**src/rtl/link_hs_pkg.sv**
```systemverilog
package link_hs_pkg;

   typedef enum logic {K_NEG = 1'b0, K_KA = 1'b1} req_kind_t;

   // packet type codes seen on the host link
   localparam logic [7:0] PT_CMD = 8'h01;
   localparam logic [7:0] PT_ACL = 8'h02;
   localparam logic [7:0] PT_SCO = 8'h03;
   localparam logic [7:0] PT_EVT = 8'h04;
   localparam logic [7:0] PT_NEG = 8'h06;
   localparam logic [7:0] PT_KA  = 8'h07;

   // request and reply geometry
   localparam int NEG_BYTES   = 12;
   localparam int KA_BYTES    = 4;
   localparam int ECHO_FIRST  = 3;
   localparam int ECHO_BYTES  = 7;
   localparam int IDX_W       = $clog2(NEG_BYTES);

   localparam logic [7:0] RPL_NEG_TAG = 8'h20;
   localparam logic [7:0] RPL_PAD     = 8'hFF;
   localparam logic [7:0] RPL_KA_ACK  = 8'hCC;
   localparam logic [7:0] KA_MAGIC    = 8'h55;

   // expected negotiation request, byte by byte
   function automatic logic [7:0] neg_pattern(input logic [IDX_W-1:0] i);
      logic [7:0] b;
      case (i)
         4'd0:    b = PT_NEG;
         4'd1:    b = 8'h0A;
         4'd3:    b = 8'hA0;
         4'd4:    b = 8'h01;
         4'd7:    b = 8'h4C;
         4'd9:    b = 8'h96;
         default: b = 8'h00;
      endcase
      return b;
   endfunction

   // keepalive: only bytes 2 and 3 take part in the check
   function automatic logic ka_byte_ok(input logic [IDX_W-1:0] i,
                                       input logic [7:0] d);
      logic ok;
      case (i)
         4'd2:    ok = (d == KA_MAGIC);
         4'd3:    ok = (d == 8'h00);
         default: ok = 1'b1;
      endcase
      return ok;
   endfunction

endpackage

```
**src/rtl/link_hs_scan.sv**
```systemverilog
module link_hs_scan
   import link_hs_pkg::*;
#(
   parameter int LEN_W  = 13,
   parameter int ADDR_W = 12
) (
   input  logic                            clk,
   input  logic                            rst_n,
   input  logic                            start,
   input  req_kind_t                       kind,
   input  logic [LEN_W-1:0]                len,
   output logic [ADDR_W-1:0]               rd_addr,
   input  logic [7:0]                      rd_data,
   output logic                            done,
   output logic                            good,
   output logic [ECHO_BYTES-1:0][7:0]      echo
);

   localparam logic [LEN_W-1:0] NEG_LEN  = LEN_W'(NEG_BYTES);
   localparam logic [LEN_W-1:0] KA_LEN   = LEN_W'(KA_BYTES);
   localparam logic [IDX_W-1:0] NEG_LAST = IDX_W'(NEG_BYTES - 1);
   localparam logic [IDX_W-1:0] KA_LAST  = IDX_W'(KA_BYTES - 1);

   logic             run;
   logic             bad;
   logic [IDX_W-1:0] idx;
   req_kind_t        kind_q;
   logic             byte_ok;
   logic [IDX_W-1:0] last_idx;
   logic [LEN_W-1:0] want_len;

   assign want_len = (kind == K_NEG) ? NEG_LEN : KA_LEN;
   assign last_idx = (kind_q == K_NEG) ? NEG_LAST : KA_LAST;
   assign rd_addr  = ADDR_W'(idx);

   always_comb begin
      if (kind_q == K_NEG) byte_ok = (rd_data == neg_pattern(idx));
      else                 byte_ok = ka_byte_ok(idx, rd_data);
   end

   always_ff @(posedge clk) begin
      if (!rst_n) begin
         run    <= 1'b0;
         bad    <= 1'b0;
         idx    <= '0;
         kind_q <= K_NEG;
         done   <= 1'b0;
         good   <= 1'b0;
      end else begin
         done <= 1'b0;
         if (start) begin
            kind_q <= kind;
            idx    <= '0;
            bad    <= 1'b0;
            if (len != want_len) begin
               done <= 1'b1;
               good <= 1'b0;
               run  <= 1'b0;
            end else begin
               run <= 1'b1;
            end
         end else if (run) begin
            bad <= bad | ~byte_ok;
            if (idx == last_idx) begin
               run  <= 1'b0;
               done <= 1'b1;
               good <= ~(bad | ~byte_ok);
            end else begin
               idx <= idx + 1'b1;
            end
         end
      end
   end

   // one capture register per echoed byte
   for (genvar g = 0; g < ECHO_BYTES; g++) begin : g_cap
      logic [7:0] cap_q;
      always_ff @(posedge clk) begin
         if (!rst_n)
            cap_q <= '0;
         else if (run && kind_q == K_NEG && idx == IDX_W'(ECHO_FIRST + g))
            cap_q <= rd_data;
      end
      assign echo[g] = cap_q;
   end

endmodule

```
**src/rtl/link_hs_reply.sv**
```systemverilog
module link_hs_reply
   import link_hs_pkg::*;
(
   input  logic                       clk,
   input  logic                       rst_n,
   input  logic                       load,
   input  req_kind_t                  kind,
   input  logic [ECHO_BYTES-1:0][7:0] echo,
   output logic                       out_valid,
   input  logic                       out_ready,
   output logic [7:0]                 out_data,
   output logic                       busy
);

   localparam logic [IDX_W-1:0] NEG_LAST = IDX_W'(NEG_BYTES - 1);
   localparam logic [IDX_W-1:0] KA_LAST  = IDX_W'(KA_BYTES - 1);
   localparam logic [IDX_W-1:0] PAD_POS  = IDX_W'(NEG_BYTES - 2);

   logic             active;
   logic [IDX_W-1:0] pos;
   req_kind_t        kind_q;
   logic [IDX_W-1:0] last_pos;

   assign last_pos  = (kind_q == K_NEG) ? NEG_LAST : KA_LAST;
   assign out_valid = active;
   assign busy      = active;

   always_comb begin
      out_data = 8'h00;
      if (kind_q == K_NEG) begin
         if (pos == 0)             out_data = PT_NEG;
         else if (pos == 1)        out_data = 8'(NEG_BYTES - 2);
         else if (pos == 2)        out_data = RPL_NEG_TAG;
         else if (pos >= PAD_POS)  out_data = RPL_PAD;
         else begin
            for (int k = 0; k < ECHO_BYTES; k++)
               if (pos == IDX_W'(ECHO_FIRST + k)) out_data = echo[k];
         end
      end else begin
         case (pos)
            4'd0:    out_data = PT_KA;
            4'd1:    out_data = 8'(KA_BYTES - 2);
            4'd2:    out_data = RPL_KA_ACK;
            default: out_data = 8'h00;
         endcase
      end
   end

   always_ff @(posedge clk) begin
      if (!rst_n) begin
         active <= 1'b0;
         pos    <= '0;
         kind_q <= K_NEG;
      end else if (load) begin
         active <= 1'b1;
         pos    <= '0;
         kind_q <= kind;
      end else if (active && out_ready) begin
         if (pos == last_pos) active <= 1'b0;
         else                 pos    <= pos + 1'b1;
      end
   end

endmodule

```
**src/rtl/link_hs_responder.sv**
```systemverilog
module link_hs_responder
   import link_hs_pkg::*;
#(
   parameter int LEN_W  = 13,
   parameter int ADDR_W = 12
) (
   input  logic              clk,
   input  logic              rst_n,
   input  logic              pkt_valid,
   output logic              pkt_ready,
   input  logic [7:0]        pkt_type,
   input  logic [LEN_W-1:0]  pkt_len,
   output logic [ADDR_W-1:0] rd_addr,
   input  logic [7:0]        rd_data,
   output logic              out_valid,
   input  logic              out_ready,
   output logic [7:0]        out_data,
   output logic              err_pulse
);

   // elaboration-time parameter checks
   if (ADDR_W < IDX_W) begin : g_bad_addr
      $error("ADDR_W too narrow for the request window");
   end
   if ((1 << LEN_W) <= NEG_BYTES) begin : g_bad_len
      $error("LEN_W too narrow for the request length");
   end
   if (ECHO_FIRST + ECHO_BYTES > NEG_BYTES - 2) begin : g_bad_echo
      $error("echo slice overlaps the reply trailer");
   end

   typedef enum logic [1:0] {ST_IDLE, ST_SCAN, ST_EMIT, ST_RETIRE} st_t;

   st_t                         st;
   logic                        is_req;
   logic                        is_pass;
   req_kind_t                   req_kind;
   logic                        scan_start;
   logic                        scan_done;
   logic                        scan_good;
   logic                        tx_load;
   logic                        tx_busy;
   logic [ECHO_BYTES-1:0][7:0]  echo;

   assign is_req   = (pkt_type == PT_NEG) || (pkt_type == PT_KA);
   assign is_pass  = (pkt_type == PT_CMD) || (pkt_type == PT_ACL) ||
                     (pkt_type == PT_SCO);
   assign req_kind = (pkt_type == PT_KA) ? K_KA : K_NEG;

   assign scan_start = (st == ST_IDLE) && pkt_valid && is_req;
   assign tx_load    = (st == ST_SCAN) && scan_done && scan_good;
   assign pkt_ready  = (st == ST_RETIRE);

   link_hs_scan #(.LEN_W(LEN_W), .ADDR_W(ADDR_W)) i_scan (
      .clk     (clk),
      .rst_n   (rst_n),
      .start   (scan_start),
      .kind    (req_kind),
      .len     (pkt_len),
      .rd_addr (rd_addr),
      .rd_data (rd_data),
      .done    (scan_done),
      .good    (scan_good),
      .echo    (echo)
   );

   link_hs_reply i_reply (
      .clk       (clk),
      .rst_n     (rst_n),
      .load      (tx_load),
      .kind      (req_kind),
      .echo      (echo),
      .out_valid (out_valid),
      .out_ready (out_ready),
      .out_data  (out_data),
      .busy      (tx_busy)
   );

   always_ff @(posedge clk) begin
      if (!rst_n) begin
         st        <= ST_IDLE;
         err_pulse <= 1'b0;
      end else begin
         err_pulse <= 1'b0;
         case (st)
            ST_IDLE: begin
               if (pkt_valid) begin
                  if (is_req) begin
                     st <= ST_SCAN;
                  end else begin
                     err_pulse <= ~is_pass;
                     st        <= ST_RETIRE;
                  end
               end
            end
            ST_SCAN: begin
               if (scan_done) begin
                  if (scan_good) begin
                     st <= ST_EMIT;
                  end else begin
                     err_pulse <= 1'b1;
                     st        <= ST_RETIRE;
                  end
               end
            end
            ST_EMIT: begin
               if (!tx_busy) st <= ST_RETIRE;
            end
            default: st <= ST_IDLE;
         endcase
      end
   end

endmodule

```
**config.mk**
```make
export PLATFORM = sky130hd
export DESIGN_NAME = link_hs_responder
export DESIGN_NICKNAME = d
export VERILOG_FILES = /design/src/rtl/link_hs_pkg.sv /design/src/rtl/link_hs_scan.sv /design/src/rtl/link_hs_reply.sv /design/src/rtl/link_hs_responder.sv
export SDC_FILE = /design/constraint.sdc
export NUM_CORES = 1
export LEC_CHECK = 0
export BUFFER_PORTS_ARGS = -buffer_cell sky130_fd_sc_hd__buf_2
export CORE_MARGIN = 3
export CORE_UTILIZATION = 45
export CTS_CLUSTER_DIAMETER = 50
export DETAILED_ROUTE_END_ITERATION = 8
export PLACE_DENSITY = 0.72
export SLEW_MARGIN = 20
export SYNTH_ARGS = -nofsm -noshare
export SYNTH_HDL_FRONTEND = slang
export SYNTH_SLANG_ARGS = --single-unit
export TNS_END_PERCENT = 30
```
**constraint.sdc**
```tcl
create_clock -name clk -period 5.26 [get_ports clk]
set_clock_uncertainty 0.05 [all_clocks]
set_input_delay 1.052 -clock clk [delete_from_list [all_inputs] [get_ports clk]]
set_output_delay 1.052 -clock clk [all_outputs]
set_load 0.02 [all_outputs]
```
==> impl_metrics.env <==
export IMPL_core_rowCount=34
export IMPL_grt_pass1_vias=3663
export IMPL_insertion_delay_ns=0.34
export IMPL_r2r_slack_ns=2.43
export IMPL_dp_hpwl_mm=7.795
export IMPL_diodes=0
export IMPL_critPathSlowestCell="nor2b_1"
export IMPL_powerDensity_nw_per_um2=269.0
export IMPL_fin_nets=600
export IMPL_numPortBuffers=47
export IMPL_power_frac_seq_pct=47.1
export IMPL_async_flop_share_pct=0
export IMPL_drive_gt1_share_pct=13.39
export IMPL_nFillCells=865
export IMPL_drc=0
export IMPL_cts_hold_buf=0
export IMPL_synthTopCellsByCount="nand2_1 (75), dfxtp_1 (74), a21oi_1 (67)"
export IMPL_grt_setup_unrepaired="false"
export IMPL_power_leakage_uw=0.001688
export IMPL_first_pass_iters=5
export IMPL_clk_pin_slew_ns=0.07
export IMPL_arrival_ns=2.74
export IMPL_grt_usage_pct=22.28
export IMPL_period_share_pct=73.06
export IMPL_routed_wl_mm=11.06
export IMPL_ys_types=63
export IMPL_hold_violations=0
export IMPL_syn_area_um2=4141
export IMPL_clockPowerShare_pct=42.3
export IMPL_htreeDepth=3
export IMPL_yosysTopAreaCell="dfxtp_1"
export IMPL_postCtsResizedCells=0
export IMPL_grt_pass1_wl_mm=18.57
export IMPL_worstSetupPathType="register to primary output"
export IMPL_whs_ns=0.4041
export IMPL_antenna_found_initial=0
export IMPL_worstPathRequired_ns=4.16
export IMPL_path_cells="ha_1 > nor2b_1 > nand2_1 > a221oi_1 > o221ai_1 > nand3_1 > buf_2"
export IMPL_viasPerCell=5.892
export IMPL_synth_area_leaders="dfxtp_1 (36%), a21oi_1 (8.1%), nand2_1 (6.8%)"
export IMPL_vdd_drop_max_uv=167.0
export IMPL_fin_ws_ns=1.417
export IMPL_worstPathMaxFanout=10
export IMPL_cts_root_buf="clkbuf_8"
export IMPL_grt_overflow_total=0
export IMPL_cp_end_kind="primary output"
export IMPL_tightest_slew_ns=0.8657
export IMPL_ios=56
export IMPL_synth_seq_area_share_pct=35.77
export IMPL_fmax_ghz=0.2602
export IMPL_drtAntennaViolNets=0
export IMPL_ys_warn_count=0
export IMPL_initial_core_util_pct=46.80
export IMPL_synth_avg_cell_area_um2=7.698
export IMPL_synth_most_common_cell="nand2_1"
export IMPL_cts_sinks=74
export IMPL_crit_family="simple AND/OR/NAND/NOR gates"
export IMPL_wl_per_cell_um=16.55
export IMPL_die_height_um=101.9
export IMPL_core_area_um2=8848
export IMPL_syn2layout_area_growth_pct=10.03
export IMPL_postCtsSetupBuffers=0
export IMPL_critPathLaunchType="register"
export IMPL_synth_ff_type="dfxtp_1"
export IMPL_cts_tree="built"
export IMPL_syn_inst=538
export IMPL_synth_seq_cells=74
export IMPL_place_ws_ns=1.825
export IMPL_drt_iter0_drc=380
export IMPL_swShare_pct=24.77
export IMPL_combPwrFrac_pct=10.6
export IMPL_clk_path_buf_depth=2
export IMPL_cts_made_buffers=9
export IMPL_setup_viol_count_final=0
export IMPL_crit_buf_inv=1
export IMPL_setup_tns_ns=0
export IMPL_drv_slew=0
export IMPL_die_area_um2=10390
export IMPL_period_needed_ns=3.843
export IMPL_max_stage_delay_ns=0.57
export IMPL_power_net_switching_uw=303.6
export IMPL_max_slew_margin_rel_pct=42.29
export IMPL_maxCapViolCount=0
export IMPL_grt_max_degree=65
export IMPL_hold_path_class="register to register"
export IMPL_place_congestion=0.9024
export IMPL_outcome="finished clean"
export IMPL_synth_top_area_share_pct=35.77
export IMPL_synth_edf_count=0
export IMPL_die_w_um=101.9
export IMPL_vias=3936
export IMPL_p_int_uw=922.2
[power by group through the flow]
stage               Combinational, µW  Clock (µW)  Sequential (µW)
floorplan                        94.0           0              590
global placement                  121           0              590
detailed placement                125           0              591
CTS                               128         521              578
global route                      147         549              579
finish                            130         519              577
[final cells by class]
class / count / area [µm²] / share of cell area, %
clock inverters: 4 / 72.57 / 1.593
clock buffers: 12 / 165.2 / 3.624
inverters: 17 / 65.06 / 1.428
multi-input cells: 404 / 2387 / 52.39
flip-flops and latches: 74 / 1481 / 32.51
repair buffers: 49 / 250.2 / 5.491
well taps: 108 / 135.1 / 2.965
[layer usage]
| layer | GRT usage, % | wire, µm | part of all wire [%] | vias up |
|---|---|---|---|---|
| li1 | - | - | - | 1905 |
| met1 | 32.81 | 5162 | 47 | 1884 |
| met2 | 33.85 | 5169 | 47 | 134 |
| met3 | 3.618 | 588 | 5.3 | 13 |
| met4 | 6.054 | 136 | 1.2 | 0 |
| met5 | 0 | 0 | 0 | - |
[worst register-to-register path, cell delays in order (launching register included)]
cell and delay [ns]:
dfxtp_1 0.42, ha_1 0.76, nor2b_1 0.71, xor2_1 0.19, nor3_1 0.06, o2111ai_1 0.32
and4bb_2 0.26
[logic make-up (layout without fill, tap and decap cells)]
group                      after synthesis  after routing  synth area share [%]
buffers and inverters                   67             82                 7.221
other                                    1              8               0.09055
muxes                                   22             22                 5.347
and+or+nand+nor                        219            219                 26.22
xor gates and xnor gates                13             13                 2.749
AOI/OAI and AO/OA                      130            130                 18.97
adders and majority gates               12             12                 3.625
DFF                                     74             74                 35.77
[per-stage QoR]
step	instance area, µm²	std cells	power, µW	utilization (%)
finish	4557	668	1226	51.50
global route	4557	668	1275	51.50
detailed placement	4318	652	717.0	48.80
global placement	4318	652	710.4	48.80
CTS	4556	668	1228	51.48
floorplan	4168	545	683.8	-
[final timing paths]
check | cells past startpoint | endpoint | start
max | 7 | out_data[2] | i_reply.pos[1]$_SDFFE_PP0P_
min | 2 | i_scan.g_cap[3].cap_q[0]$_SDFFE_PN0P_ | i_scan.g_cap[3].cap_q[0]$_SDFFE_PN0P_
min reg2reg | 2 | i_scan.g_cap[3].cap_q[0]$_SDFFE_PN0P_ | i_scan.g_cap[3].cap_q[0]$_SDFFE_PN0P_
max reg2reg | 6 | i_scan.bad$_SDFFE_PP0P_ | i_scan.idx[1]$_SDFFE_PP0P_
[sequential cells by signal, summed over array words and instances (netlist names)]
name	count
i_scan.idx	4
err_pulse	1
i_scan.good	1
i_scan.run	1
i_reply.pos	4
i_scan.done	1
i_scan.g_cap.cap_q	56
st	2
i_reply.busy	1
i_scan.bad	1
i_scan.kind_q	1
i_reply.kind_q	1
[layout by cell type, fill, tap and decap left out, types with 3 or more instances in the layout]
cell and count:
clkbuf_8 12, nand2_1 75, o22ai_1 3, and3b_1 3
nor4_1 6, ha_1 12, nand4b_1 4, xnor2_1 5
nor3_1 3, inv_1 16, a221o_1 5, o21ai_0 23
a21oi_1 67, o211ai_1 5, nor2_1 43, a221oi_1 5
nand4_1 6, conb_1 8, nand3_1 45, xor2_1 8
dfxtp_1 74, buf_2 47, mux2i_1 21, and2_1 3
or3_1 3, nor2b_1 8
Power figures use the tool's default switching activity.
